File: src/rtl/blkrd_pkg.sv
package blkrd_pkg;

    localparam int BYTE_W = 8;
    localparam int PTR_W  = BYTE_W + 1;

    localparam logic [BYTE_W-1:0] FIXED_LO = 8'hF2;
    localparam logic [BYTE_W-1:0] FIXED_HI = 8'hFD;

    typedef enum logic [2:0] {
        ST_IDLE,
        ST_ADDR_W,
        ST_CMD,
        ST_WAIT_RS,
        ST_ADDR_R,
        ST_SEND
    } eng_state_e;

    typedef struct packed {
        logic             use_cnt;
        logic [PTR_W-1:0] ptr;
    } fetch_req_t;

    function automatic logic is_fixed(input logic [BYTE_W-1:0] c);
        return (c >= FIXED_LO) && (c <= FIXED_HI);
    endfunction

    function automatic logic [PTR_W-1:0] fixed_base(input logic [BYTE_W-1:0] c,
                                                    input int len);
        int b;
        b = (int'(c) - int'(FIXED_LO)) * len;
        if (b > (1 << BYTE_W)) b = 1 << BYTE_W;
        return b[PTR_W-1:0];
    endfunction

endpackage

File: src/rtl/blkrd_ptr.sv
module blkrd_ptr
    import blkrd_pkg::*;
(
    input  logic             clk,
    input  logic             rst,
    input  logic             load,
    input  logic [PTR_W-1:0] load_val,
    input  logic             inc,
    output logic [PTR_W-1:0] ptr
);

    logic [PTR_W-1:0] ptr_q;
    logic             oos;

    assign oos = ptr_q[PTR_W-1];
    assign ptr = ptr_q;

    always_ff @(posedge clk) begin
        if (rst) begin
            ptr_q <= '0;
        end else if (load) begin
            ptr_q <= load_val;
        end else if (inc && !oos) begin
            ptr_q <= ptr_q + 1'b1;
        end
    end

    // out-of-space state is sticky until a new command loads the pointer
    p_no_wrap_r6: assert property (@(posedge clk) disable iff (rst)
        (oos && !load) |=> ptr_q[PTR_W-1]);

    // an increment moves the pointer by exactly one
    p_step_r3: assert property (@(posedge clk) disable iff (rst)
        (inc && !load && !oos) |=> (ptr_q == $past(ptr_q) + 1'b1));

endmodule

File: src/rtl/blkrd_fetch.sv
module blkrd_fetch
    import blkrd_pkg::*;
#(
    parameter logic [BYTE_W-1:0] MAP_LAST = 8'hBF
) (
    input  logic              clk,
    input  logic              rst,
    input  logic              go,
    input  fetch_req_t        req,
    input  logic [BYTE_W-1:0] cnt_val,
    input  logic              clear,
    output logic              rf_rd,
    output logic [BYTE_W-1:0] rf_addr,
    input  logic [BYTE_W-1:0] rf_rdata,
    output logic [BYTE_W-1:0] tx_data,
    output logic              ready
);

    logic in_map;
    logic pend_q;

    assign in_map  = !req.ptr[PTR_W-1] && (req.ptr[BYTE_W-1:0] <= MAP_LAST);
    assign rf_rd   = go && !req.use_cnt && in_map;
    assign rf_addr = req.ptr[BYTE_W-1:0];

    always_ff @(posedge clk) begin
        if (rst || clear) begin
            pend_q  <= 1'b0;
            ready   <= 1'b0;
            tx_data <= '0;
        end else begin
            if (go) begin
                if (req.use_cnt) begin
                    tx_data <= cnt_val;
                    ready   <= 1'b1;
                end else if (in_map) begin
                    pend_q  <= 1'b1;
                end else begin
                    tx_data <= '0;
                    ready   <= 1'b1;
                end
            end
            if (pend_q) begin
                tx_data <= rf_rdata;
                ready   <= 1'b1;
                pend_q  <= 1'b0;
            end
        end
    end

    // the read strobe is a single-cycle pulse
    p_strobe_single_r10: assert property (@(posedge clk) disable iff (rst)
        rf_rd |=> !rf_rd);

    // data is not presented in the cycle right after a strobe
    p_data_after_strobe_r10: assert property (@(posedge clk) disable iff (rst)
        (rf_rd && !clear) |=> !ready);

    // an unmapped byte is presented as zero with no strobe
    p_zero_unmapped_r5: assert property (@(posedge clk) disable iff (rst)
        (go && !req.use_cnt && !in_map && !clear) |=> (ready && tx_data == '0 && !$past(rf_rd)));

endmodule

File: src/rtl/i2c_blkrd_engine.sv
module i2c_blkrd_engine
    import blkrd_pkg::*;
#(
    parameter logic [6:0]        DEV_ADDR = 7'h2C,
    parameter logic [BYTE_W-1:0] MAP_LAST = 8'hBF,
    parameter int                BLK_LEN  = 4
) (
    input  logic              clk,
    input  logic              rst,
    input  logic              ev_start,
    input  logic              ev_stop,
    input  logic              rx_valid,
    input  logic [BYTE_W-1:0] rx_byte,
    input  logic              mack_valid,
    input  logic              mack_nack,
    output logic              ack_out,
    output logic              tx_en,
    output logic [BYTE_W-1:0] tx_data,
    output logic              rf_rd,
    output logic [BYTE_W-1:0] rf_addr,
    input  logic [BYTE_W-1:0] rf_rdata
);

    localparam logic [BYTE_W-1:0] HDR_W   = {DEV_ADDR, 1'b0};
    localparam logic [BYTE_W-1:0] HDR_R   = {DEV_ADDR, 1'b1};
    localparam logic [BYTE_W-1:0] CNT_VAL = BYTE_W'(BLK_LEN);

    eng_state_e       state;
    logic             cnt_q;
    logic             go_q;
    logic             ack_q;
    logic             bus_ev;
    logic             ptr_load;
    logic [PTR_W-1:0] ptr_load_val;
    logic             ptr_inc;
    logic [PTR_W-1:0] ptr;
    logic             fetch_clear;
    logic             ready;
    fetch_req_t       req;

    assign bus_ev = ev_start || ev_stop;

    always_ff @(posedge clk) begin
        ack_q <= 1'b0;
        go_q  <= 1'b0;
        if (rst) begin
            state <= ST_IDLE;
            cnt_q <= 1'b0;
        end else if (ev_stop) begin
            state <= ST_IDLE;
            cnt_q <= 1'b0;
        end else if (ev_start) begin
            if (state == ST_WAIT_RS) begin
                state <= ST_ADDR_R;
            end else begin
                state <= ST_ADDR_W;
                cnt_q <= 1'b0;
            end
        end else begin
            unique case (state)
                ST_ADDR_W: if (rx_valid) begin
                    if (rx_byte == HDR_W) begin
                        ack_q <= 1'b1;
                        state <= ST_CMD;
                    end else begin
                        state <= ST_IDLE;
                    end
                end
                ST_CMD: if (rx_valid) begin
                    ack_q <= 1'b1;
                    cnt_q <= is_fixed(rx_byte);
                    state <= ST_WAIT_RS;
                end
                ST_ADDR_R: if (rx_valid) begin
                    if (rx_byte == HDR_R) begin
                        ack_q <= 1'b1;
                        go_q  <= 1'b1;
                        state <= ST_SEND;
                    end else begin
                        state <= ST_IDLE;
                    end
                end
                ST_SEND: if (mack_valid) begin
                    if (mack_nack) begin
                        state <= ST_IDLE;
                    end else begin
                        go_q  <= 1'b1;
                        cnt_q <= 1'b0;
                    end
                end
                default: ;
            endcase
        end
    end

    assign ptr_load     = (state == ST_CMD) && rx_valid && !bus_ev;
    assign ptr_load_val = is_fixed(rx_byte) ? fixed_base(rx_byte, BLK_LEN)
                                            : {1'b0, rx_byte};
    assign ptr_inc      = (state == ST_SEND) && mack_valid && !mack_nack && !cnt_q && !bus_ev;
    assign fetch_clear  = bus_ev || ((state == ST_SEND) && mack_valid);

    assign req.use_cnt = cnt_q;
    assign req.ptr     = ptr;

    blkrd_ptr u_ptr (
        .clk      (clk),
        .rst      (rst),
        .load     (ptr_load),
        .load_val (ptr_load_val),
        .inc      (ptr_inc),
        .ptr      (ptr)
    );

    blkrd_fetch #(
        .MAP_LAST (MAP_LAST)
    ) u_fetch (
        .clk      (clk),
        .rst      (rst),
        .go       (go_q),
        .req      (req),
        .cnt_val  (CNT_VAL),
        .clear    (fetch_clear),
        .rf_rd    (rf_rd),
        .rf_addr  (rf_addr),
        .rf_rdata (rf_rdata),
        .tx_data  (tx_data),
        .ready    (ready)
    );

    assign ack_out = ack_q;
    assign tx_en   = ready && (state == ST_SEND);

    // an acknowledge only ever follows a received byte
    p_ack_after_rx_r1: assert property (@(posedge clk) disable iff (rst)
        ack_out |-> $past(rx_valid));

    // the read header phase is only reached through the repeated START wait
    p_read_hdr_path_r2: assert property (@(posedge clk) disable iff (rst)
        ($rose(state == ST_ADDR_R)) |-> ($past(state) == ST_WAIT_RS));

    // a NACK releases the data line on the next cycle
    p_release_r8: assert property (@(posedge clk) disable iff (rst)
        ((state == ST_SEND) && mack_valid && mack_nack && !bus_ev) |=> !tx_en);

    // a STOP leaves the engine quiet
    p_stop_quiet_r9: assert property (@(posedge clk) disable iff (rst)
        ev_stop |=> (!tx_en && !ack_out));

endmodule

File: config.mk
export PLATFORM = sky130hd
export DESIGN_NAME = i2c_blkrd_engine
export DESIGN_NICKNAME = d
export VERILOG_FILES = /design/src/rtl/blkrd_pkg.sv /design/src/rtl/blkrd_ptr.sv /design/src/rtl/blkrd_fetch.sv /design/src/rtl/i2c_blkrd_engine.sv
export SDC_FILE = /design/constraint.sdc
export NUM_CORES = 1
export LEC_CHECK = 0
export BUFFER_PORTS_ARGS = -buffer_cell sky130_fd_sc_hd__clkbuf_2
export CAP_MARGIN = 5
export CORE_MARGIN = 1.5
export CORE_UTILIZATION = 57
export DETAILED_ROUTE_END_ITERATION = 6
export GPL_ROUTABILITY_DRIVEN = 0
export PLACE_DENSITY = 0.91
export SYNTH_ARGS = -nofsm -noshare
export SYNTH_HDL_FRONTEND = slang
export SYNTH_SLANG_ARGS = --single-unit
File: constraint.sdc
create_clock -name clk -period 2.6 [get_ports clk]
set_input_delay 0.39 -clock clk [delete_from_list [all_inputs] [get_ports clk]]
set_output_delay 0.39 -clock clk [all_outputs]
set_load 0.02 [all_outputs]
Yosys cells after proc, flatten, opt, wreduce, memory -nomap -nowiden
Cells that the tools add are included.
W data, S select, Z words.
- register bits: 25
- input bits: 23
- output and inout bits: 19
- add/sub/neg operators: 2
- order comparisons: 4
- equality and inequality tests: 15
- mux-type cells: 38
- bitwise gates (word level): 1
- reductions and logical operators: 29
- operator list (kind ; number):
    $mux W9 ; 4
    $mux W8 ; 4
    $mux W3 ; 8
    $ne A3 B3 Y1 const B ; 7
    $mux W1 ; 17
    $eq A8 B7 Y1 const B ; 2
    $le A8 B8 Y1 const B ; 2
    $logic_and A1 B1 Y1 ; 12
    $pmux W3 S4 ; 1
    $gt A11 B10 Y1 const B ; 1
    $add A9 B1 Y9 const B ; 1
    $sub A8 B8 Y9 const B ; 1
    $ge A8 B8 Y1 const B ; 1
    $eq A3 B2 Y1 const B ; 2
    $eq A3 B3 Y1 const B ; 2
    $reduce_and A6 Y1 ; 1
    $reduce_and A5 Y1 ; 1
    $reduce_bool A5 Y1 ; 1
    $logic_not A1 Y1 ; 4
    $pmux W1 S2 ; 2
    $reduce_bool A2 Y1 ; 2
    $reduce_or A4 Y1 ; 1
    $eq A3 B1 Y1 const B ; 1
    $logic_or A1 B1 Y1 ; 3
    other kinds (8) ; 8

Longest topological paths before layout
Gate-level depths: netlist of the first run.
- depth in word-level cells: 8
- gate-level depth with buffers: 7

Cells and area by module
From an unflattened synthesis of the first run, not the netlist that was laid out.
- cells, all modules: 227
- area total of the unflattened synthesis: 1969.4 µm²
- by module, submodules not included (module ; times used ; cells each ; area each (µm²) ; seq. area each (µm²)):
    i2c_blkrd_engine ; 1 ; 104 ; 800.8 ; 120.1
    blkrd_fetch ; 1 ; 58 ; 628.1 ; 200.2
    blkrd_ptr ; 1 ; 65 ; 540.5 ; 180.2

Least setup slack after synthesis of the first run
OpenSTA, ideal clock, no wires.
- path type: in2reg
- start: input port rst
- end: register state[1]
- library setup time: 0.101 ns
- arrival: 1.663 ns
- data required time: 2.499 ns
- setup slack: 0.836 ns
- cell stages on the path: 5
- buffers on the path: 2
- cell sequence: clkbuf_1 > or2_2 > buf_2 > or4b_2 > o41ai_1
- cells in the longest elaborated chain, start to end: 1
- RTL lines (element ; line ; RTL):
    start: declaration ; i2c_blkrd_engine.sv:9 ; input logic rst,
    $reduce_or A2 Y1 (no source line) ; n/a ;
    end signal: assignment ; i2c_blkrd_engine.sv:47 ; state <= ST_IDLE;
    end signal: assignment ; i2c_blkrd_engine.sv:50 ; state <= ST_IDLE;
    end signal: assignment ; i2c_blkrd_engine.sv:54 ; state <= ST_ADDR_R;
    end: declaration ; i2c_blkrd_engine.sv:28 ; eng_state_e state;
No other way between the ends.
A chain may end at the register's enable or synchronous reset.

Final worst setup path of the first run
- start: register state[2]
- end: output port tx_en
- cells in the longest elaborated chain, start to end: 2
- RTL lines (element ; line ; RTL):
    $eq A3 B3 Y1 ; i2c_blkrd_engine.sv:131 ; assign tx_en = ready && (state == ST_SEND);
    $logic_and A1 B1 Y1 ; i2c_blkrd_engine.sv:131 ;
    end: declaration ; i2c_blkrd_engine.sv:17 ; output logic tx_en,
No other way between the ends.

==> qor.txt, run 1 <==
status: finished, final reports clean
Clk Latency, worst-skew pair: 0.34 ns
CP Capture Point: tx_en
vias per cell: 6.38
Chip Height: 56.9 microns
Worst-path clk slew: 0.14 ns
Num Clock Sinks: 25
endpoints failing setup: 0
P_leak: 0.694 nW
reg2reg path depth: 4
Die X-Extent: 56.9 microns
M2 GR Usage: 0.409
period utilisation layout: 0.783
Sw Share: 0.276
pin count of the biggest net entering global routing: 19
Final Max Slew Viols: 0
Core Footprint: 2760 sq um
hold path depth: 3
Via Count: 1639
Post-CTS Resized: 0
Logic pwr share: 0.123
Mean Syn Cell Area: 8.19 sq um
worst vdd ir: 0.438 mV
Reg power frac: 0.590
P_sw: 0.000181 W
Final #Nets: 253
crit path kind: flop to output pin
Critical Path Sink Type: output pin
Root Driver: clkbuf_4
Die ar.: 3240 sq um
final core occ: 0.657
synthesized flop and latch total: 25
met3 GRT Util: 0.0300
Clk pwr share: 0.287
dpl ws: 0.504 ns
unrepaired setup endpoints after global routing: false
YS warnings: 0
initial antenna violation count: 0
Pint: 0.000476 W
post-synthesis instance total: 202
Critical Path Start Type: flop
setup TNS: 0 ns
layout cells sized above 1: 0.257
Worst Max-Slew Pin Slew: 0.625 ns
ys async rst share: 0
initial DRC count: 84
port buffer count: 41
depth of the CTS H-tree: 1
Post-Syn Nets: 228
area of the mapped netlist: 1660 sq um
PwrDens: 363 nW/um^2
DRC Markers: 0
Most used DFF post-synth: dfxtp_1
CTS Hold Buffers Added: 0
Synth-to-Final Area Change: 9.45%
Post-CTS Setup Bufs: 0
Max FO, Critical Path: 12
r2r setup slk: 0.63 ns
final WL: 3880 microns
post-DP HPWL: 2890 microns
TritonCTS buffer count: 3
Hold Violations, Final: 0
Row Count: 19
Seq/Total Area, Yosys: 0.302
gr busiest metal: met2
vias in the first global route: 1457
FF-to-FF Start: state[1]
R2R Path End: u_ptr.ptr[7]
I/O pin cnt: 42
Critical Path RT: 2.21 ns
first-pass GRT wire length: 6540 microns
Max Cap Viol: 0
min cycle time layout: 2.04 ns
Worst Setup SP: state[2]
All-Layer GR Usage: 0.253
clk buf depth: 2
Ant. Diodes: 0
Achievable Freq: 491 MHz
met1 Use GR: 0.344
Initial Util: 0.600
first-pass detailed-route iteration total: 4
clk_skew: 0.00912 ns
grt total ovfl: 0
hold crit path type: input pin to flop
Arr. time, crit path: 1.65 ns
EDFF count, synth: 0
CTS tree: yes
Rel. slew slack: 0.583
drt wl/cell: 15.1 microns
ANT nets after route: 0
post-synth cell types: 57
Final WS setup: 0.564 ns
## layout by cell type, fill, tap and decap left out, types with 3 or more instances in the layout
cell type,count
clkbuf_2,41
dfxtp_1,25
nor2_1,16
nand3_1,12
inv_1,9
a21oi_1,8
o21ai_0,8
a22oi_1,7
nand2_1,6
nand2b_1,5
nor3_1,5
a211oi_1,5
a2111oi_0,4
and2_1,3
or2_2,3
or3_1,3
xor2_1,3
nor2b_1,3
and3_1,3
and4_1,3
a221oi_1,3
nand4_1,3
ha_1,3
clkbuf_4,3
## power by group through the flow
stage               Combinational (W)  Clock, W  Sequential (W)
global placement            0.0000774         0        0.000396
detailed placement          0.0000794         0        0.000396
global route                0.0000894  0.000202        0.000388
floorplan                   0.0000501         0        0.000393
finish                      0.0000811  0.000188        0.000388
CTS                         0.0000800  0.000190        0.000388
## synth_stat cells, types with 2 or more instances
master | instances | area (sq um)
dfxtp_1 | 25 | 500
nor2_1 | 16 | 60.1
nand3_1 | 12 | 60.1
inv_1 | 9 | 33.8
a21oi_1 | 8 | 40.0
buf_4 | 8 | 60.1
o21ai_0 | 8 | 40.0
a22oi_1 | 7 | 52.6
buf_2 | 7 | 35.0
clkbuf_1 | 6 | 22.5
nand2_1 | 6 | 22.5
a211oi_1 | 5 | 37.5
nand2b_1 | 5 | 31.3
nor3_1 | 5 | 25.0
a2111oi_0 | 4 | 35.0
a221oi_1 | 3 | 26.3
and2_1 | 3 | 18.8
and3_1 | 3 | 18.8
and4_1 | 3 | 26.3
ha_1 | 3 | 37.5
nand4_1 | 3 | 18.8
nor2b_1 | 3 | 18.8
or2_2 | 3 | 18.8
or3_1 | 3 | 18.8
xor2_1 | 3 | 26.3
a211o_1 | 2 | 17.5
a311oi_1 | 2 | 17.5
a31oi_1 | 2 | 12.5
and3b_1 | 2 | 17.5
mux2i_1 | 2 | 20.0
nor4_1 | 2 | 12.5
o2111ai_1 | 2 | 17.5
o22ai_1 | 2 | 12.5
o31ai_1 | 2 | 15.0
## through the flow
stage	hold WS [ns]	power [W]	std cells	instance area, sq um
after floorplan	0.421	0.000443	202	1660
after global placement	0.429	0.000473	253	1780
after detailed placement	0.434	0.000476	253	1780
after CTS	0.300	0.000657	257	1810
after global routing	0.305	0.000680	257	1810
final	0.299	0.000657	257	1810
## worst min path at each step
stage,endpoint,start,slack (ns)
5_1_grt,u_fetch.tx_data[5],rf_rdata[5],0.30
3_5_place_dp,u_fetch.ready,u_fetch.ready,0.43
3_3_place_gp,u_fetch.ready,u_fetch.ready,0.43
4_1_cts,u_fetch.tx_data[4],rf_rdata[4],0.30
2_1_floorplan,u_fetch.ready,u_fetch.ready,0.42
6_report,u_fetch.tx_data[1],rf_rdata[1],0.30
## logic make-up (layout without fill, tap and decap cells)
kind of cell	after synthesis	count (layout)	synth area share
muxes	2	2	0.0121
AOI/OAI and AO/OA	57	57	0.255
xor gates and xnor gates	4	4	0.0212
and+or+nand+nor	81	81	0.295
adders and majority gates	3	3	0.0227
DFF	25	25	0.302
buffers and inverters	30	54	0.0915
## state kept, by name, summed over array words and instances, names as in the netlist
name / count
u_fetch.ready: 1
u_ptr.ptr: 9
cnt_q: 1
state: 3
u_fetch.tx_data: 8
go_q: 1
u_fetch.pend_q: 1
ack_out: 1
## metal layers
layer,share of wire,routed length [microns]
met1,0.44,1710
met3,0.061,238
met2,0.48,1870
met4,0.018,69
met5,0,0
## cell type report
cell class              instances  area, sq um
clock buffers                   3         22.5
repair buffers                 41          205
multi-input cells             147         1000
clock inverters                 1         7.51
flip-flops and latches         25          500
inverters                       9         33.8
well taps                      31         38.8
fillers                       252          946
## worst max-delay path, stage by stage (launching register included)
cell,delay [ns]
dfxtp_1,0.58
and3b_1,0.40
and2_1,0.17
clkbuf_2,0.16
Power figures use the tool's default switching activity.
==> run 2, diff against run 1 <==
--- a/config.mk
+++ b/config.mk
@@ -8,10 +8,10 @@
 export BUFFER_PORTS_ARGS = -buffer_cell sky130_fd_sc_hd__clkbuf_2
 export CAP_MARGIN = 5
 export CORE_MARGIN = 1.5
-export CORE_UTILIZATION = 57
+export CORE_UTILIZATION = 53
 export DETAILED_ROUTE_END_ITERATION = 6
 export GPL_ROUTABILITY_DRIVEN = 0
-export PLACE_DENSITY = 0.91
+export PLACE_DENSITY = 0.86
 export SYNTH_ARGS = -nofsm -noshare
 export SYNTH_HDL_FRONTEND = slang
 export SYNTH_SLANG_ARGS = --single-unit
==> constraint.sdc (replaced) <==
create_clock -name clk -period 2.09 [get_ports clk]
set_input_delay 0.3135 -clock clk [delete_from_list [all_inputs] [get_ports clk]]
set_output_delay 0.3135 -clock clk [all_outputs]
set_load 0.02 [all_outputs]
==> run 2 against run 1 <==
Routed wire length is 2.8% lower. Clock power is 22% higher. Sequential share of layout area is 0.60 points lower. Total power is 24% higher. Worst setup slack worse by 0.36 ns. Cell area is 2.2% higher. Critical path depth stayed put. Critical endpoint unchanged. Highest routed layer unchanged.
==> qor.txt, run 2 (synthesis results as in run 1) <==
Clk pwr share: 0.281 (-0.006)
Critical Path Sink Type: output pin
min cycle time layout: 1.89 ns
Critical Path Start Type: flop
drt wl/cell: 14.3 microns (-5.4%)
I/O pin cnt: 42 (unchanged)
setup TNS: 0 ns (unchanged)
Pint: 0.000595 W (+25%)
PwrDens: 441 nW/um^2 (+22%)
Clk Latency, worst-skew pair: 0.33 ns (about the same)
post-DP HPWL: 2860 microns (-1.1%)
vias per cell: 6.26 (-1.9%)
P_sw: 0.000223 W (+23%)
P_leak: 0.721 nW (+3.8%)
Achievable Freq: 530 MHz
most common cell after layout, fill and taps aside: clkbuf_2
Post-CTS Setup Bufs: 0 (unchanged)
Num Clock Sinks: 25 (unchanged)
DRC Markers: 0 (unchanged)
Via Count: 1652 (+0.79%)
Post-CTS Resized: 0 (unchanged)
Initial Util: 0.551 (-0.0490)
crit path kind: flop to output pin
ANT nets after route: 0 (unchanged)
Root Driver: clkbuf_4
clk buf depth: 2 (unchanged)
Critical Path RT: 1.78 ns (-0.43 ns)
pin count of the biggest net entering global routing: 17 (-2)
Core Footprint: 3000 sq um (+8.9%)
Max FO, Critical Path: 11 (-1)
FF+latch area: 500 sq um (unchanged)
worst vdd ir: 0.191 mV (-56%)
initial DRC count: 84 (unchanged)
Worst-path clk slew: 0.15 ns (about the same)
Worst Max-Slew Pin Slew: 0.588 ns (-0.0374 ns)
initial antenna violation count: 0 (unchanged)
Max Cap Viol: 0 (unchanged)
status: finished, final reports clean
Top Registers: u_ptr.ptr: 9 flops, u_fetch.tx_data: 8 flops, state: 3 flops
Fillers: 276 (+9.5%)
Final #Nets: 258 (+2.0%)
final WL: 3770 microns (-2.8%)
grt total ovfl: 0 (unchanged)
port buffer count: 41 (unchanged)
clk_skew: 0.0126 ns (+0.00343 ns)
unrepaired setup endpoints after global routing: false
Logic pwr share: 0.132 (+0.009)
layout cells sized above 1: 0.273 (+0.0161)
Top reg by flops: u_ptr.ptr
Synth-to-Final Area Change: 11.9%
non-filler cells, final: 264 (+2.7%)
depth of the CTS H-tree: 1 (unchanged)
Inst Count DP: 260 (+2.8%)
first-pass detailed-route iteration total: 4 (unchanged)
CTS Hold Buffers Added: 0 (unchanged)
Die ar.: 3470 sq um (+7.1%)
Arr. time, crit path: 1.57 ns (-0.08 ns)
Die X-Extent: 58.9 microns (+3.5%)
Rel. slew slack: 0.608 (+0.0251)
Reg power frac: 0.587 (-0.003)
CTS tree: yes
Chip Height: 58.9 microns (+3.5%)
vias in the first global route: 1422 (-2.4%)
endpoints failing setup: 0 (unchanged)
max reg flops: 9 (unchanged)
Sw Share: 0.272 (-0.00352)
period utilisation layout: 0.902
multi-input logic area: 1000 sq um (unchanged)
Final Max Slew Viols: 0 (unchanged)
first-pass GRT wire length: 6290 microns (-3.9%)
Hold Violations, Final: 0 (unchanged)
hold crit path type: input pin to flop
Ant. Diodes: 0 (unchanged)
All-Layer GR Usage: 0.229 (-0.0238)
Row Count: 20 (+1)
TritonCTS buffer count: 3 (unchanged)
most frequent cells in the layout: clkbuf_2 (41), dfxtp_1 (25), nor2_1 (16), nand3_1 (12), inv_1 (9)
-- run 2: final timing paths --
path,from,endpoint,slack (ns),cells past startpoint
worst min-delay path,rf_rdata[5],u_fetch.tx_data[5],0.23,3
worst min register to register,u_fetch.ready,u_fetch.ready,0.46,2
worst max-delay path,state[1],tx_en,0.20,3
worst max register to register,state[1],u_ptr.ptr[4],0.28,4
-- run 2: per-stage QoR --
step | hold WS [ns] | area, sq um | utilization | total power (W) | setup WS (ns)
finish | 0.225 | 1850 | 0.617 | 0.000817 | 0.205
global route | 0.242 | 1850 | 0.617 | 0.000846 | 0.115
CTS | 0.238 | 1850 | 0.617 | 0.000813 | 0.202
detailed placement | 0.436 | 1820 | 0.607 | 0.000596 | 0.0710
global placement | 0.430 | 1820 | 0.607 | 0.000594 | 0.171
floorplan | 0.421 | 1660 | - | 0.000551 | 0.403
-- run 2: per-layer routing --
metal	vias to the layer above	track usage	share of wire
li1	808	-	-
met4	0	0.0617	0.011
met1	781	0.319	0.47
met2	58	0.370	0.47
met5	-	0	0
met3	5	0.0330	0.055
-- run 2: worst max-delay path, stage by stage, from the launching register on --
cell and delay, ns:
dfxtp_1 0.56, and3b_1 0.33, and2_1 0.20, clkbuf_2 0.15
-- run 2: power groups by stage --
| stage | logic (W) | clock network [W] | registers [W] |
|---|---|---|---|
| 2_1_floorplan | 0.0000623 | 0 | 0.000489 |
| 3_3_place_gp | 0.000104 | 0 | 0.000490 |
| 3_5_place_dp | 0.000106 | 0 | 0.000490 |
| 4_1_cts | 0.000107 | 0.000227 | 0.000480 |
| 5_1_grt | 0.000119 | 0.000247 | 0.000480 |
| 6_report | 0.000108 | 0.000230 | 0.000480 |
-- run 2: area by class of cell --
class,count,area share
well taps,33,0.0223
clock buffers,3,0.0122
clock inverters,1,0.00405
inverters,9,0.0182
repair buffers,46,0.131
multi-input cells,147,0.542
flip-flops and latches,25,0.270
==> run 3, diff against run 2 <==
--- a/config.mk
+++ b/config.mk
@@ -7,11 +7,13 @@
 export LEC_CHECK = 0
 export BUFFER_PORTS_ARGS = -buffer_cell sky130_fd_sc_hd__clkbuf_2
 export CAP_MARGIN = 5
+export CELL_PAD_IN_SITES_DETAIL_PLACEMENT = 1
+export CELL_PAD_IN_SITES_GLOBAL_PLACEMENT = 1
 export CORE_MARGIN = 1.5
-export CORE_UTILIZATION = 53
+export CORE_UTILIZATION = 38
 export DETAILED_ROUTE_END_ITERATION = 6
 export GPL_ROUTABILITY_DRIVEN = 0
-export PLACE_DENSITY = 0.86
+export PLACE_DENSITY = 0.84
 export SYNTH_ARGS = -nofsm -noshare
 export SYNTH_HDL_FRONTEND = slang
 export SYNTH_SLANG_ARGS = --single-unit
==> run 3 against run 2 <==
Cell area rose by 3.0%. Total power rose by 9.1%. First-iteration DRC count rose by 30%. Via count rose by 1.8%. Die area rose by 37%. Hold slack improved by 0.060 ns. Maximum frequency rose by 4.0%. Clock power rose by 30%.
==> qor.txt, run 3 (synthesis results as in run 1) <==
Critical Path RT: 1.78 ns (about the same)
Logic pwr share: 0.127 (-0.005)
period utilisation layout: 0.867 (-0.0351)
P_sw: 0.000235 W (+5.4%)
final WL: 4640 microns (+23%)
Critical Path Sink Type: output pin
worst vdd ir: 0.242 mV (+27%)
All-Layer GR Usage: 0.193 (-0.0364)
Worst-path clk slew: 0.10 ns (-0.05 ns)
ANT nets after route: 0 (unchanged)
FF+latch area: 500 sq um (unchanged)
I/O pin cnt: 42 (unchanged)
CTS Hold Buffers Added: 0 (unchanged)
Clk Latency, worst-skew pair: 0.27 ns (-0.06 ns)
Achievable Freq: 552 MHz (+4.0%)
port buffer count: 41 (unchanged)
first-pass detailed-route iteration total: 4 (unchanged)
TritonCTS buffer count: 3 (unchanged)
Die ar.: 4760 sq um (+37%)
first-pass GRT wire length: 7720 microns (+23%)
Max FO, Critical Path: 11 (unchanged)
Post-CTS Setup Bufs: 0 (unchanged)
Via Count: 1682 (+1.8%)
Pint: 0.000657 W (+10%)
Clk pwr share: 0.336 (+0.055)
Worst Max-Slew Pin Slew: 0.503 ns (-0.0846 ns)
vias in the first global route: 1602 (+13%)
reg2reg path depth: 5 (+1)
most common cell after layout, fill and taps aside: clkbuf_2
min cycle time layout: 1.81 ns (-0.0734 ns)
clk_skew: 0.0111 ns (-0.00148 ns)
depth of the CTS H-tree: 1 (unchanged)
Initial Util: 0.405 (-0.146)
grt total ovfl: 0 (unchanged)
Sw Share: 0.263 (-0.00915)
Die X-Extent: 69 microns (+17%)
Row Count: 23 (+15%)
Fillers: 532 (+93%)
pin count of the biggest net entering global routing: 16 (-1)
P_leak: 0.738 nW (+2.3%)
PwrDens: 468 nW/um^2 (+6.0%)
Synth-to-Final Area Change: 15.2%
hold path depth: 3 (unchanged)
Max Cap Viol: 0 (unchanged)
Ant. Diodes: 0 (unchanged)
initial antenna violation count: 0 (unchanged)
crit path kind: flop to output pin
hold crit path type: input pin to flop
Reg power frac: 0.537 (-0.050)
initial DRC count: 109 (+30%)
clk buf depth: 2 (unchanged)
Arr. time, crit path: 1.50 ns (-0.07 ns)
vias per cell: 5.94 (-5.0%)
most frequent cells in the layout: clkbuf_2 (41), dfxtp_1 (25), nor2_1 (16), nand3_1 (12), inv_1 (9)
DRC Markers: 0 (unchanged)
drt wl/cell: 16.4 microns (+15%)
multi-input logic area: 1000 sq um (unchanged)
layout cells sized above 1: 0.279 (+0.00624)
status: finished, final reports clean
setup TNS: 0 ns (unchanged)
Top Registers: u_ptr.ptr: 9 flops, u_fetch.tx_data: 8 flops, state: 3 flops
Hold Violations, Final: 0 (unchanged)
Core Footprint: 4090 sq um (+36%)
dpl ws: 0.0300 ns (-0.0410 ns)
Final Max Slew Viols: 0 (unchanged)
Post-CTS Resized: 0 (unchanged)
endpoints failing setup: 0 (unchanged)
Chip Height: 69 microns (+17%)
Root Driver: clkbuf_8
CTS tree: yes
Final #Nets: 260 (+0.78%)
post-DP HPWL: 3600 microns (+26%)
Top reg by flops: u_ptr.ptr
unrepaired setup endpoints after global routing: false
Final WS setup: 0.278 ns (+0.0734 ns)
Critical Path Start Type: flop
Rel. slew slack: 0.656 (+0.0477)
Num Clock Sinks: 25 (unchanged)
max reg flops: 9 (unchanged)
-- run 3: changes by cell type in the layout (fill, tap and decap cells not counted), sizes merged --
| cell | delta |
|---|---|
| buf | +2 |
-- run 3: path summary, 6_finish.rpt --
path	from	end	slack, ns
worst max-delay path	state[1]	tx_en	0.28
worst min register to register	u_fetch.ready	u_fetch.ready	0.47
worst max register to register	state[1]	u_ptr.ptr[4]	0.28
worst min-delay path	rf_rdata[6]	u_fetch.tx_data[6]	0.29
-- run 3: layer usage --
layer | share of wire | wire, microns | track usage
met4 | 0.0067 | 31 | 0.0392
met1 | 0.49 | 2290 | 0.283
met3 | 0.034 | 159 | 0.0161
met5 | 0 | 0 | 0
met2 | 0.46 | 2150 | 0.309
-- run 3: stage by stage --
stage	util	hold slack [ns]	total power [W]	std cells	cell area, sq um
2_1_floorplan	-	0.421	0.000551	202	1660
3_3_place_gp	0.455	0.435	0.000599	279	1860
3_5_place_dp	0.455	0.466	0.000601	279	1860
4_1_cts	0.467	0.290	0.000895	283	1910
5_1_grt	0.467	0.297	0.000931	283	1910
6_report	0.467	0.286	0.000892	283	1910
-- run 3: layout make-up --
class / instances / area share
clock buffers: 3 / 0.0217
clock inverters: 1 / 0.00394
inverters: 9 / 0.0177
multi-input cells: 147 / 0.526
flip-flops and latches: 25 / 0.262
well taps: 50 / 0.0328
repair buffers: 48 / 0.135
-- run 3: critical path: stages, from the launching register on --
cell	delay, ns
dfxtp_1	0.55
and3b_1	0.33
and2_1	0.20
clkbuf_2	0.15
-- run 3: power by group through the flow --
| stage | registers (W) | logic, W | clock network [W] |
|---|---|---|---|
| 3_3_place_gp | 0.000490 | 0.000109 | 0 |
| 5_1_grt | 0.000479 | 0.000125 | 0.000327 |
| 4_1_cts | 0.000479 | 0.000112 | 0.000305 |
| 3_5_place_dp | 0.000490 | 0.000111 | 0 |
| 2_1_floorplan | 0.000489 | 0.0000623 | 0 |
| 6_report | 0.000479 | 0.000113 | 0.000300 |
